<file path="src/rtl/fsp_pkg.sv">
package fsp_pkg;
  localparam int unsigned FSP_MAXW = 32;
  localparam int unsigned FSP_MINW = 4;
  localparam int unsigned FSP_SZW  = $clog2(FSP_MAXW);
  localparam int unsigned FSP_LENW = $clog2(FSP_MAXW + 1);

  typedef enum logic [1:0] {ST_IDLE, ST_LEAD, ST_XFER, ST_TAIL} fsp_state_e;

  typedef struct packed {
    logic [FSP_MAXW-1:0] word;
    logic [FSP_LENW-1:0] len;
    logic                tz;
    logic                late;
  } fsp_job_t;

  // word length from the size code, clamped at the minimum
  function automatic logic [FSP_LENW-1:0] word_bits(input logic [FSP_SZW-1:0] code);
    if (code < FSP_SZW'(FSP_MINW - 1)) return FSP_LENW'(FSP_MINW);
    return FSP_LENW'(code) + 1'b1;
  endfunction

  // single bit of a word selected by a run-time index
  function automatic logic bit_at(input logic [FSP_MAXW-1:0] w, input logic [FSP_LENW-1:0] idx);
    logic [FSP_MAXW-1:0] t;
    t = w >> idx;
    return t[0];
  endfunction
endpackage

</file>
<file path="src/rtl/fsp_sclk_gen.sv">
module fsp_sclk_gen #(
  parameter int unsigned DIV_W = 8
) (
  input  logic             clk,
  input  logic             rst_n,
  input  logic             run,
  input  logic [DIV_W-1:0] div,
  output logic             sclk,
  output logic             rise_evt,
  output logic             fall_evt
);
  logic [DIV_W-1:0] cnt_q;
  logic [DIV_W-1:0] term;
  logic             tick;

  function automatic logic [DIV_W-1:0] half_term(input logic [DIV_W-1:0] d);
    return (d == '0) ? '0 : d - 1'b1;
  endfunction

  assign term     = half_term(div);
  assign tick     = run && (cnt_q >= term);
  assign rise_evt = tick && !sclk;
  assign fall_evt = tick && sclk;

  always_ff @(posedge clk) begin
    if (!rst_n || !run) begin
      cnt_q <= '0;
      sclk  <= 1'b0;
    end else if (tick) begin
      cnt_q <= '0;
      sclk  <= !sclk;
    end else begin
      cnt_q <= cnt_q + 1'b1;
    end
  end

  p_edge_excl_r2: assert property (@(posedge clk) disable iff (!rst_n)
    rise_evt |=> sclk);
endmodule

</file>
<file path="src/rtl/fsp_oe_seq.sv">
module fsp_oe_seq (
  input  logic clk,
  input  logic rst_n,
  input  logic idle,
  input  logic tz_pin,
  input  logic start_evt,
  input  logic start_tz,
  input  logic load_evt,
  input  logic lsb_fall,
  input  logic end_rise,
  input  logic cur_tz,
  input  logic cur_late,
  input  logic mid_bits,
  output logic oe
);
  always_ff @(posedge clk) begin
    if (!rst_n)                              oe <= 1'b0;
    else if (idle)                           oe <= !tz_pin;
    else if (start_evt)                      oe <= !start_tz;
    else if (load_evt)                       oe <= 1'b1;
    else if (lsb_fall && cur_tz && !cur_late) oe <= 1'b0;
    else if (end_rise && cur_tz)             oe <= 1'b0;
  end

  p_oe_bits_r4: assert property (@(posedge clk) disable iff (!rst_n)
    mid_bits |-> oe);
  p_oe_late_r6: assert property (@(posedge clk) disable iff (!rst_n)
    (lsb_fall && cur_tz && cur_late) |=> oe);
  p_oe_idle_r11: assert property (@(posedge clk) disable iff (!rst_n)
    (idle && $past(idle) && $past(tz_pin)) |-> !oe);
endmodule

</file>
<file path="src/rtl/fsp_rx_deser.sv">
module fsp_rx_deser import fsp_pkg::*; (
  input  logic                clk,
  input  logic                rst_n,
  input  logic                clr,
  input  logic                sample,
  input  logic                last,
  input  logic                rxd,
  output logic [FSP_MAXW-1:0] rx_word,
  output logic                rx_valid
);
  logic [FSP_MAXW-2:0] sh_q;

  always_ff @(posedge clk) begin
    if (!rst_n) begin
      sh_q     <= '0;
      rx_word  <= '0;
      rx_valid <= 1'b0;
    end else begin
      rx_valid <= last;
      if (clr)         sh_q <= '0;
      else if (sample) sh_q <= {sh_q[FSP_MAXW-3:0], rxd};
      if (last)        rx_word <= {sh_q, rxd};
    end
  end

  p_rxv_single_r8: assert property (@(posedge clk) disable iff (!rst_n)
    rx_valid |=> !rx_valid);
  p_rx_hold_r8: assert property (@(posedge clk) disable iff (!rst_n)
    !last |=> $stable(rx_word));
endmodule

</file>
<file path="src/rtl/fsp_txrx.sv">
module fsp_txrx import fsp_pkg::*; #(
  parameter int unsigned DIV_W = 8
) (
  input  logic                clk,
  input  logic                rst_n,
  input  logic [FSP_MAXW-1:0] in_data,
  input  logic                in_valid,
  output logic                in_ready,
  input  logic [FSP_SZW-1:0]  cfg_size,
  input  logic                cfg_tz,
  input  logic                cfg_late,
  input  logic [DIV_W-1:0]    cfg_div,
  output logic [FSP_MAXW-1:0] rx_data,
  output logic                rx_valid,
  output logic                ser_clk,
  output logic                ser_frm,
  output logic                ser_txd,
  output logic                ser_oe,
  input  logic                ser_rxd
);
  fsp_state_e          state;
  logic [FSP_LENW-1:0] pos, bidx;
  fsp_job_t            cur, nxt;
  logic                frm_q, txd_q;

  logic rise_evt, fall_evt, run;
  logic idle, in_bits, mid, at_lsb, take;
  logic lead_rise, load_evt, shift_evt, end_rise, sample, lsb_fall;

  assign idle      = (state == ST_IDLE);
  assign run       = !idle;
  assign in_bits   = (state == ST_XFER) && (pos != '0);
  assign mid       = in_bits && (pos < cur.len);
  assign at_lsb    = in_bits && (pos == cur.len);
  assign in_ready  = idle || (rise_evt && mid && (pos == cur.len - 1'b1));
  assign take      = in_valid && in_ready;
  assign lead_rise = rise_evt && (state == ST_LEAD);
  assign load_evt  = rise_evt && (state == ST_XFER) && ((pos == '0) || (at_lsb && frm_q));
  assign shift_evt = rise_evt && mid;
  assign end_rise  = rise_evt && at_lsb && !frm_q;
  assign sample    = fall_evt && in_bits;
  assign lsb_fall  = fall_evt && at_lsb;

  fsp_sclk_gen #(.DIV_W(DIV_W)) u_clk (
    .clk(clk), .rst_n(rst_n), .run(run), .div(cfg_div),
    .sclk(ser_clk), .rise_evt(rise_evt), .fall_evt(fall_evt)
  );

  fsp_oe_seq u_oe (
    .clk(clk), .rst_n(rst_n), .idle(idle), .tz_pin(cfg_tz),
    .start_evt(lead_rise), .start_tz(nxt.tz), .load_evt(load_evt),
    .lsb_fall(lsb_fall), .end_rise(end_rise), .cur_tz(cur.tz),
    .cur_late(cur.late), .mid_bits(mid), .oe(ser_oe)
  );

  fsp_rx_deser u_rx (
    .clk(clk), .rst_n(rst_n), .clr(load_evt), .sample(sample),
    .last(lsb_fall), .rxd(ser_rxd), .rx_word(rx_data), .rx_valid(rx_valid)
  );

  always_ff @(posedge clk) begin
    if (!rst_n) begin
      state <= ST_IDLE;
      pos   <= '0;
      bidx  <= '0;
      cur   <= '0;
      nxt   <= '0;
      frm_q <= 1'b0;
      txd_q <= 1'b0;
    end else begin
      if (take) begin
        nxt.word <= in_data;
        nxt.len  <= word_bits(cfg_size);
        nxt.tz   <= cfg_tz;
        nxt.late <= cfg_late;
      end
      unique case (state)
        ST_IDLE: if (take) state <= ST_LEAD;
        ST_LEAD: if (rise_evt) begin
          frm_q <= 1'b1;
          pos   <= '0;
          txd_q <= bit_at(nxt.word, nxt.len - 1'b1);
          state <= ST_XFER;
        end
        ST_XFER: begin
          if (load_evt) begin
            frm_q <= 1'b0;
            cur   <= nxt;
            pos   <= FSP_LENW'(1);
            bidx  <= nxt.len - 1'b1;
            txd_q <= bit_at(nxt.word, nxt.len - 1'b1);
          end else if (shift_evt) begin
            pos   <= pos + 1'b1;
            bidx  <= bidx - 1'b1;
            txd_q <= bit_at(cur.word, bidx - 1'b1);
            if (take) frm_q <= 1'b1;
          end else if (end_rise) begin
            state <= ST_TAIL;
          end
        end
        ST_TAIL: if (fall_evt) state <= ST_IDLE;
        default: state <= ST_IDLE;
      endcase
    end
  end

  assign ser_frm = frm_q;
  assign ser_txd = txd_q;

  p_frame_width_r3: assert property (@(posedge clk) disable iff (!rst_n)
    (frm_q && rise_evt) |=> !frm_q);
  p_sclk_idle_r2: assert property (@(posedge clk) disable iff (!rst_n)
    idle |-> !ser_clk);
  p_txd_hold_r1: assert property (@(posedge clk) disable iff (!rst_n)
    !rise_evt |=> $stable(txd_q));
  p_start_r12: assert property (@(posedge clk) disable iff (!rst_n)
    (idle && in_valid) |=> (state == ST_LEAD));
endmodule

</file>
<file path="config.mk">
export PLATFORM = sky130hd
export DESIGN_NAME = fsp_txrx
export DESIGN_NICKNAME = d
export VERILOG_FILES = /design/src/rtl/fsp_pkg.sv /design/src/rtl/fsp_sclk_gen.sv /design/src/rtl/fsp_oe_seq.sv /design/src/rtl/fsp_rx_deser.sv /design/src/rtl/fsp_txrx.sv
export SDC_FILE = /design/constraint.sdc
export NUM_CORES = 1
export LEC_CHECK = 0
export BUFFER_PORTS_ARGS = -buffer_cell sky130_fd_sc_hd__buf_2
export CORE_MARGIN = 5
export CORE_UTILIZATION = 59
export CTS_CLUSTER_SIZE = 8
export DETAILED_ROUTE_END_ITERATION = 8
export PLACE_DENSITY_LB_ADDON = 0.1
export SKIP_LAST_GASP = 1
export SLEW_MARGIN = 10
export SYNTH_ARGS = -nofsm -noshare
export SYNTH_HDL_FRONTEND = slang
export SYNTH_SLANG_ARGS = --single-unit
</file>
<file path="constraint.sdc">
create_clock -name clk -period 4.5 [get_ports clk]
set_clock_uncertainty 0.15 [all_clocks]
set_input_delay 0.45 -clock clk [delete_from_list [all_inputs] [get_ports clk]]
set_output_delay 0.45 -clock clk [all_outputs]
set_load 0.01 [all_outputs]
</file>
==> impl_metrics.env, run 1 <==
export IMPL_status="completed"
export IMPL_synth_cell_type_count=56
export IMPL_switching_share_pct=27.5
export IMPL_clock_sinks=170
export IMPL_pwr_share_clk_pct=38.5
export IMPL_critical_path_top_delay_family="simple AND/OR/NAND/NOR gates"
export IMPL_dp_cells=1141
export IMPL_grt_antenna_before_repair=0
export IMPL_path_depth=15
export IMPL_io_buffers=88
export IMPL_fillers=1089
export IMPL_die_area_sq_um=16100
export IMPL_critPathLaunch="cfg_div[0]"
export IMPL_layout_nets=1061
export IMPL_p_per_area_nw_per_um2=410
export IMPL_cts_tree="yes"
export IMPL_crit_buf_inv=2
export IMPL_synth_edf_count=0
export IMPL_power_switching_w=0.00104
export IMPL_grt_pass1_wl_um=28900
export IMPL_wire_per_inst_um=14.4
export IMPL_holdPathStages=2
export IMPL_fp_row_count=42
export IMPL_hold_violations=0
export IMPL_hold_path_class="input port to flip-flop"
export IMPL_final_antenna_net_count=0
export IMPL_comb_power_share_pct=18.0
export IMPL_h_tree_depth=4
export IMPL_core_sq_um=13300
export IMPL_clock_path_buffers=2
export IMPL_path_max_fanout=10
export IMPL_grt_overflow_total=0
export IMPL_rsz0062_at_grt="false"
export IMPL_rr_worst_depth=9
export IMPL_totalWireLength_um=16900
export IMPL_r2r_end="nxt[4]$_SDFFE_PN0P_"
export IMPL_drive_above_1_share_pct=16.6
export IMPL_syn_nets=992
export IMPL_die_w_um=127
export IMPL_finalCriticalPeriod_ns=4.07
export IMPL_route_detailed_drc=0
export IMPL_p_leak_nw=3.61
export IMPL_regToRegSetupSlack_ns=1.35
export IMPL_pwr_share_seq_pct=43.5
export IMPL_final_seq_area_sq_um=3400
export IMPL_synth_flop_cell="dfxtp_1"
export IMPL_stdcell_count=1173
export IMPL_gp_congestion=0.861
export IMPL_via_count=6381
export IMPL_synth_cells=915
export IMPL_syn_area_sq_um=8060
export IMPL_cp_required_ns=4.71
export IMPL_slew_violations=0
export IMPL_stdcell_area_sq_um=9260
export IMPL_cp_slowest_stage_delay_ns=0.58
export IMPL_ctsResizeCount=0
export IMPL_path_clk_slew_ns=0.06
export IMPL_async_flop_share_pct=0
export IMPL_grt_pass1_vias=6146
export IMPL_whs_ns=0.116
export IMPL_start_util_pct=60.6
export IMPL_p_int_w=0.00275
export IMPL_relSlewSlack_pct=49.2
export IMPL_first_iter_violations=390
export IMPL_multi_input_area_sq_um=4360
export IMPL_grtUsageTotal_pct=21.5
export IMPL_n_antenna_cell=0
export IMPL_cap_violations=0
export IMPL_ys_seq_area_share_pct=42.2
export IMPL_dp_slack_ns=-0.00277
export IMPL_cp_start_kind="input port"
export IMPL_power_w=0.00380
export IMPL_final_cell_mix="nand2_1, dfxtp_1, buf_2"
export IMPL_min_period_over_period_pct=90.4
export IMPL_arrival_ns=4.27
export IMPL_via_per_inst=5.44
export IMPL_critPathKind="input port to flip-flop"
export IMPL_grt_max_degree=87
export IMPL_drt_pass1_iterations=5
export IMPL_synth_area_per_cell_sq_um=8.80
export IMPL_post_cts_buffers=0
export IMPL_setup_slack_ns=0.432
export IMPL_placed_cell_area_sq_um=8670
export IMPL_ir_drop_mv=0.471
export IMPL_crit_slowest_cell="or4_1"
export IMPL_tightest_slew_ns=0.755
export IMPL_yosys_warnings=0
export IMPL_syn_to_final_growth_pct=15.0
export IMPL_cts_buffers_inserted=17
export IMPL_hold_buffers=0
export IMPL_fp_dieH_um=127
export IMPL_setup_viol=0
export IMPL_critPathCaptureType="flip-flop"
export IMPL_dp_hpwl_um=11400
export IMPL_clock_latency_ns=0.43
export IMPL_io_pin_count=89
export IMPL_ys_ff_latch=170
export IMPL_clockRootBuffer="clkbuf_16"
export IMPL_r2r_start="state[0]$_SDFFE_PN0P_"
export IMPL_cp_endpoint="pos[5]$_SDFFE_PN0P_"
export IMPL_path_cells="buf_2 -> inv_1 -> ha_1 -> or3b_2 -> or2_2 -> nor2_1 -> nand2_1 -> mux2_2 -> ha_1 -> nand4_1 -> a31o_2 -> a2111oi_1 -> nand2_1 -> or4_1 -> a21oi_1"
export IMPL_final_common_cell="nand2_1"
export IMPL_clock_fmax_mhz=246
[flip-flops by register name, summed over array words and instances (netlist names)]
name	flops
bidx	6
u_rx.rx_valid	1
u_rx.sh_q	31
pos	6
nxt	40
u_clk.cnt_q	8
u_rx.rx_word	32
ser_frm	1
u_oe.oe	1
u_clk.sclk	1
cur	40
ser_txd	1
state	2
[cell usage after synthesis (2+ instances only)]
cell,n,area [sq um]
a21boi_1,5,37.5
and3_1,5,31.3
o211ai_1,5,37.5
inv_1,27,101
nand4_1,3,18.8
nand2b_1,6,37.5
o21a_1,2,15.0
nand2_1,223,837
or2_2,4,25.0
buf_2,8,40.0
nor4_1,3,18.8
or3_1,8,50.1
and2_1,3,18.8
o22ai_1,2,12.5
a21boi_0,66,495
or4_1,3,22.5
a31oi_1,3,18.8
mux2i_1,53,531
nand3_1,14,70.1
a211oi_1,5,37.5
o31ai_1,4,30.0
a21oi_1,49,245
clkbuf_1,39,146
nor2_1,30,113
nor3_1,12,60.1
dfxtp_1,170,3400
ha_1,26,325
o21ai_1,2,10.0
xnor2_1,14,123
o21ai_0,14,70.1
buf_1,5,18.8
mux4_2,18,405
nor2b_1,49,307
xor2_1,13,114
[layer usage]
metal / track usage [%] / share of wire (%) / vias up
li1: - / - / 3267
met1: 27.9 / 47 / 2959
met2: 36.1 / 47 / 133
met3: 4.67 / 4.2 / 22
met4: 6.44 / 1.5 / 0
met5: 0 / 0 / -
[cell families after synthesis]
family / after synthesis / share of synthesized area [%]
AOI/OAI and AO/OA: 172 / 14.6
xor gates and xnor gates: 27 / 2.94
adders and majority gates: 26 / 4.04
buffers and inverters: 80 / 3.94
DFF: 170 / 42.2
muxes: 72 / 11.8
and+or+nand+nor: 368 / 20.5
[worst min path at each step]
| stage | start | endpoint |
|---|---|---|
| 4_1_cts | cfg_size[0] | nxt[2]$_SDFFE_PN0P_ |
| 3_5_place_dp | cur[18]$_SDFFE_PN0P_ | cur[18]$_SDFFE_PN0P_ |
| 2_1_floorplan | u_clk.cnt_q[0]$_SDFF_PP0_ | u_clk.cnt_q[0]$_SDFF_PP0_ |
| 3_3_place_gp | u_clk.cnt_q[0]$_SDFF_PP0_ | u_clk.cnt_q[0]$_SDFF_PP0_ |
| 5_1_grt | cfg_size[0] | nxt[2]$_SDFFE_PN0P_ |
| 6_report | cfg_size[0] | nxt[2]$_SDFFE_PN0P_ |
[area by class of cell]
| type | instances | area share (%) |
|---|---|---|
| Timing Repair Buffer | 103 | 6.27 |
| Multi-Input combinational cell | 665 | 47.1 |
| Tap cell | 176 | 2.38 |
| Clock buffer | 20 | 4.93 |
| Sequential cell | 170 | 36.7 |
| Clock inverter | 12 | 1.49 |
| Inverter | 27 | 1.09 |
[metrics by stage]
step / TNS (ns) / utilization (%)
2_1_floorplan: 0 / -
3_3_place_gp: 0 / 65.2
3_5_place_dp: -0.00277 / 65.2
4_1_cts: 0 / 69.7
5_1_grt: 0 / 69.7
6_report: 0 / 69.7
[power groups by stage]
stage / clock [W] / sequential [W] / combinational, W
final: 0.00146 / 0.00165 / 0.000685
after global routing: 0.00155 / 0.00166 / 0.000759
after CTS: 0.00148 / 0.00165 / 0.000691
after detailed placement: 0 / 0.00168 / 0.000684
after global placement: 0 / 0.00168 / 0.000677
after floorplan: 0 / 0.00166 / 0.000522
Power figures use the tool's default switching activity.
==> run 2, diff against run 1 <==
--- a/config.mk
+++ b/config.mk
@@ -7,10 +7,11 @@
 export LEC_CHECK = 0
 export BUFFER_PORTS_ARGS = -buffer_cell sky130_fd_sc_hd__buf_2
 export CORE_MARGIN = 5
-export CORE_UTILIZATION = 59
+export CORE_UTILIZATION = 50
 export CTS_CLUSTER_SIZE = 8
 export DETAILED_ROUTE_END_ITERATION = 8
 export PLACE_DENSITY_LB_ADDON = 0.1
+export RECOVER_POWER = 100
 export SKIP_LAST_GASP = 1
 export SLEW_MARGIN = 10
 export SYNTH_ARGS = -nofsm -noshare
==> run 2 against run 1 <==
Cell count up 3.6%; non-clock buffer count increased by 2; critical endpoint is now nxt[7]$_SDFFE_PN0P_; count of clock-buffer cells in the layout fell by 2; design area is 0.14% lower; clock power increased by 5%; critical path depth up 1.
==> impl_metrics.env, run 2 (synthesis results as in run 1) <==
export IMPL_clock_fmax_mhz=244
export IMPL_holdPathStages=3
export IMPL_placed_cell_area_sq_um=8730
export IMPL_tightest_slew_ns=0.880
export IMPL_first_iter_violations=271
export IMPL_ctsResizeCount=0
export IMPL_final_antenna_net_count=0
export IMPL_cts_tree="yes"
export IMPL_via_count=6316
export IMPL_largest_registers="cur x40, nxt x40, u_rx.rx_word x32"
export IMPL_drive_above_1_share_pct=12.6
export IMPL_grt_pass1_wl_um=28800
export IMPL_switching_share_pct=27.6
export IMPL_clockRootBuffer="clkbuf_16"
export IMPL_wire_per_inst_um=14.2
export IMPL_start_util_pct=50.9
export IMPL_syn_to_final_growth_pct=14.8
export IMPL_final_cell_mix="nand2_1, dfxtp_1, a21boi_0"
export IMPL_clock_path_buffers=2
export IMPL_io_buffers=88
export IMPL_io_pin_count=89
export IMPL_setup_viol=0
export IMPL_grt_pass1_vias=5986
export IMPL_cp_required_ns=4.70
export IMPL_post_cts_buffers=0
export IMPL_rr_worst_depth=10
export IMPL_cp_start_kind="input port"
export IMPL_hold_buffers=0
export IMPL_p_per_area_nw_per_um2=416
export IMPL_stdcell_area_sq_um=9250
export IMPL_cts_buffers_inserted=17
export IMPL_critPathKind="input port to flip-flop"
export IMPL_fp_dieH_um=137
export IMPL_relSlewSlack_pct=40.8
export IMPL_comb_power_share_pct=17.1
export IMPL_hold_violations=0
export IMPL_grt_max_degree=92
export IMPL_final_common_cell="nand2_1"
export IMPL_core_sq_um=15800
export IMPL_dp_hpwl_um=11800
export IMPL_drt_pass1_iterations=4
export IMPL_clock_sinks=170
export IMPL_power_switching_w=0.00106
export IMPL_die_w_um=137
export IMPL_fin_setup_tns_ns=0
export IMPL_p_leak_nw=3.44
export IMPL_arrival_ns=4.30
export IMPL_min_period_over_period_pct=91.1
export IMPL_critPathCaptureType="flip-flop"
export IMPL_slew_violations=0
export IMPL_clock_latency_ns=0.42
export IMPL_pwr_share_clk_pct=40.1
export IMPL_status="completed"
export IMPL_hold_path_class="input port to flip-flop"
export IMPL_rsz0062_at_grt="false"
export IMPL_path_max_fanout=27
export IMPL_h_tree_depth=4
export IMPL_pwr_share_seq_pct=42.8
export IMPL_path_clk_slew_ns=0.07
export IMPL_totalWireLength_um=17300
export IMPL_fp_row_count=46
export IMPL_route_detailed_drc=0
export IMPL_grt_overflow_total=0
export IMPL_layout_nets=1063
export IMPL_p_int_w=0.00279
export IMPL_cap_violations=0
export IMPL_n_antenna_cell=0
export IMPL_die_area_sq_um=18800
export IMPL_finalCriticalPeriod_ns=4.10
export IMPL_grtUsageTotal_pct=18.9
export IMPL_via_per_inst=5.20
export IMPL_ir_drop_mv=0.289
export IMPL_grt_antenna_before_repair=0
export IMPL_gp_congestion=0.883
## run 2: critical path: stages
cell      delay [ns]
clkbuf_1        0.10
inv_1           0.06
ha_1            0.17
or3b_2          0.47
or2_2           0.30
nor2_1          0.12
nand2_1         0.06
mux2_2          0.26
ha_1            0.29
nand4_1         0.10
a31oi_1         0.37
o2111a_1        0.30
o21ai_4         0.10
clkbuf_2        0.48
or3_1           0.51
a21boi_0        0.15
## run 2: layout make-up
| cell class | instances | area, sq um |
|---|---|---|
| fill | 1508 | 6580 |
| multi-input combinational | 665 | 4340 |
| sequential | 170 | 3400 |
| timing repair buffer | 105 | 514 |
| clock buffer | 18 | 439 |
| tap | 216 | 270 |
| clock inverter | 14 | 185 |
| inverter | 27 | 101 |
## run 2: path summary, 6_finish.rpt
kind | startpoint | endpoint | slack [ns]
max | cfg_div[0] | nxt[7]$_SDFFE_PN0P_ | 0.40
min | in_data[28] | nxt[36]$_SDFFE_PN0P_ | 0.12
min reg2reg | u_rx.sh_q[30]$_SDFFE_PP0P_ | u_rx.sh_q[30]$_SDFFE_PP0P_ | 0.31
max reg2reg | cur[5]$_SDFFE_PN0P_ | nxt[7]$_SDFFE_PN0P_ | 0.84
## run 2: layer usage
layer	wire length [um]	GRT usage, %
met5	0	0
met4	224	5.99
met3	899	4.49
met2	7940	29.8
met1	8230	25.6
## run 2: stage by stage
stage / hold slack, ns / setup slack [ns] / std cells / power (W) / util (%)
6_report: 0.120 / 0.401 / 1215 / 0.00385 / 58.4
4_1_cts: 0.103 / 0.512 / 1215 / 0.00392 / 59.1
2_1_floorplan: 0.276 / 0.549 / 915 / 0.00218 / -
3_5_place_dp: 0.297 / 0.181 / 1183 / 0.00237 / 55.2
5_1_grt: 0.126 / 0.144 / 1215 / 0.00402 / 58.4
3_3_place_gp: 0.293 / 0.270 / 1183 / 0.00237 / 55.2
## run 2: power groups by stage
stage                     sequential (W)  clock, W  combinational (W)
final                            0.00165   0.00154           0.000659
after global routing             0.00166   0.00163           0.000728
after CTS                        0.00165   0.00158           0.000694
after detailed placement         0.00168         0           0.000692
after global placement           0.00168         0           0.000689
after floorplan                  0.00166         0           0.000522
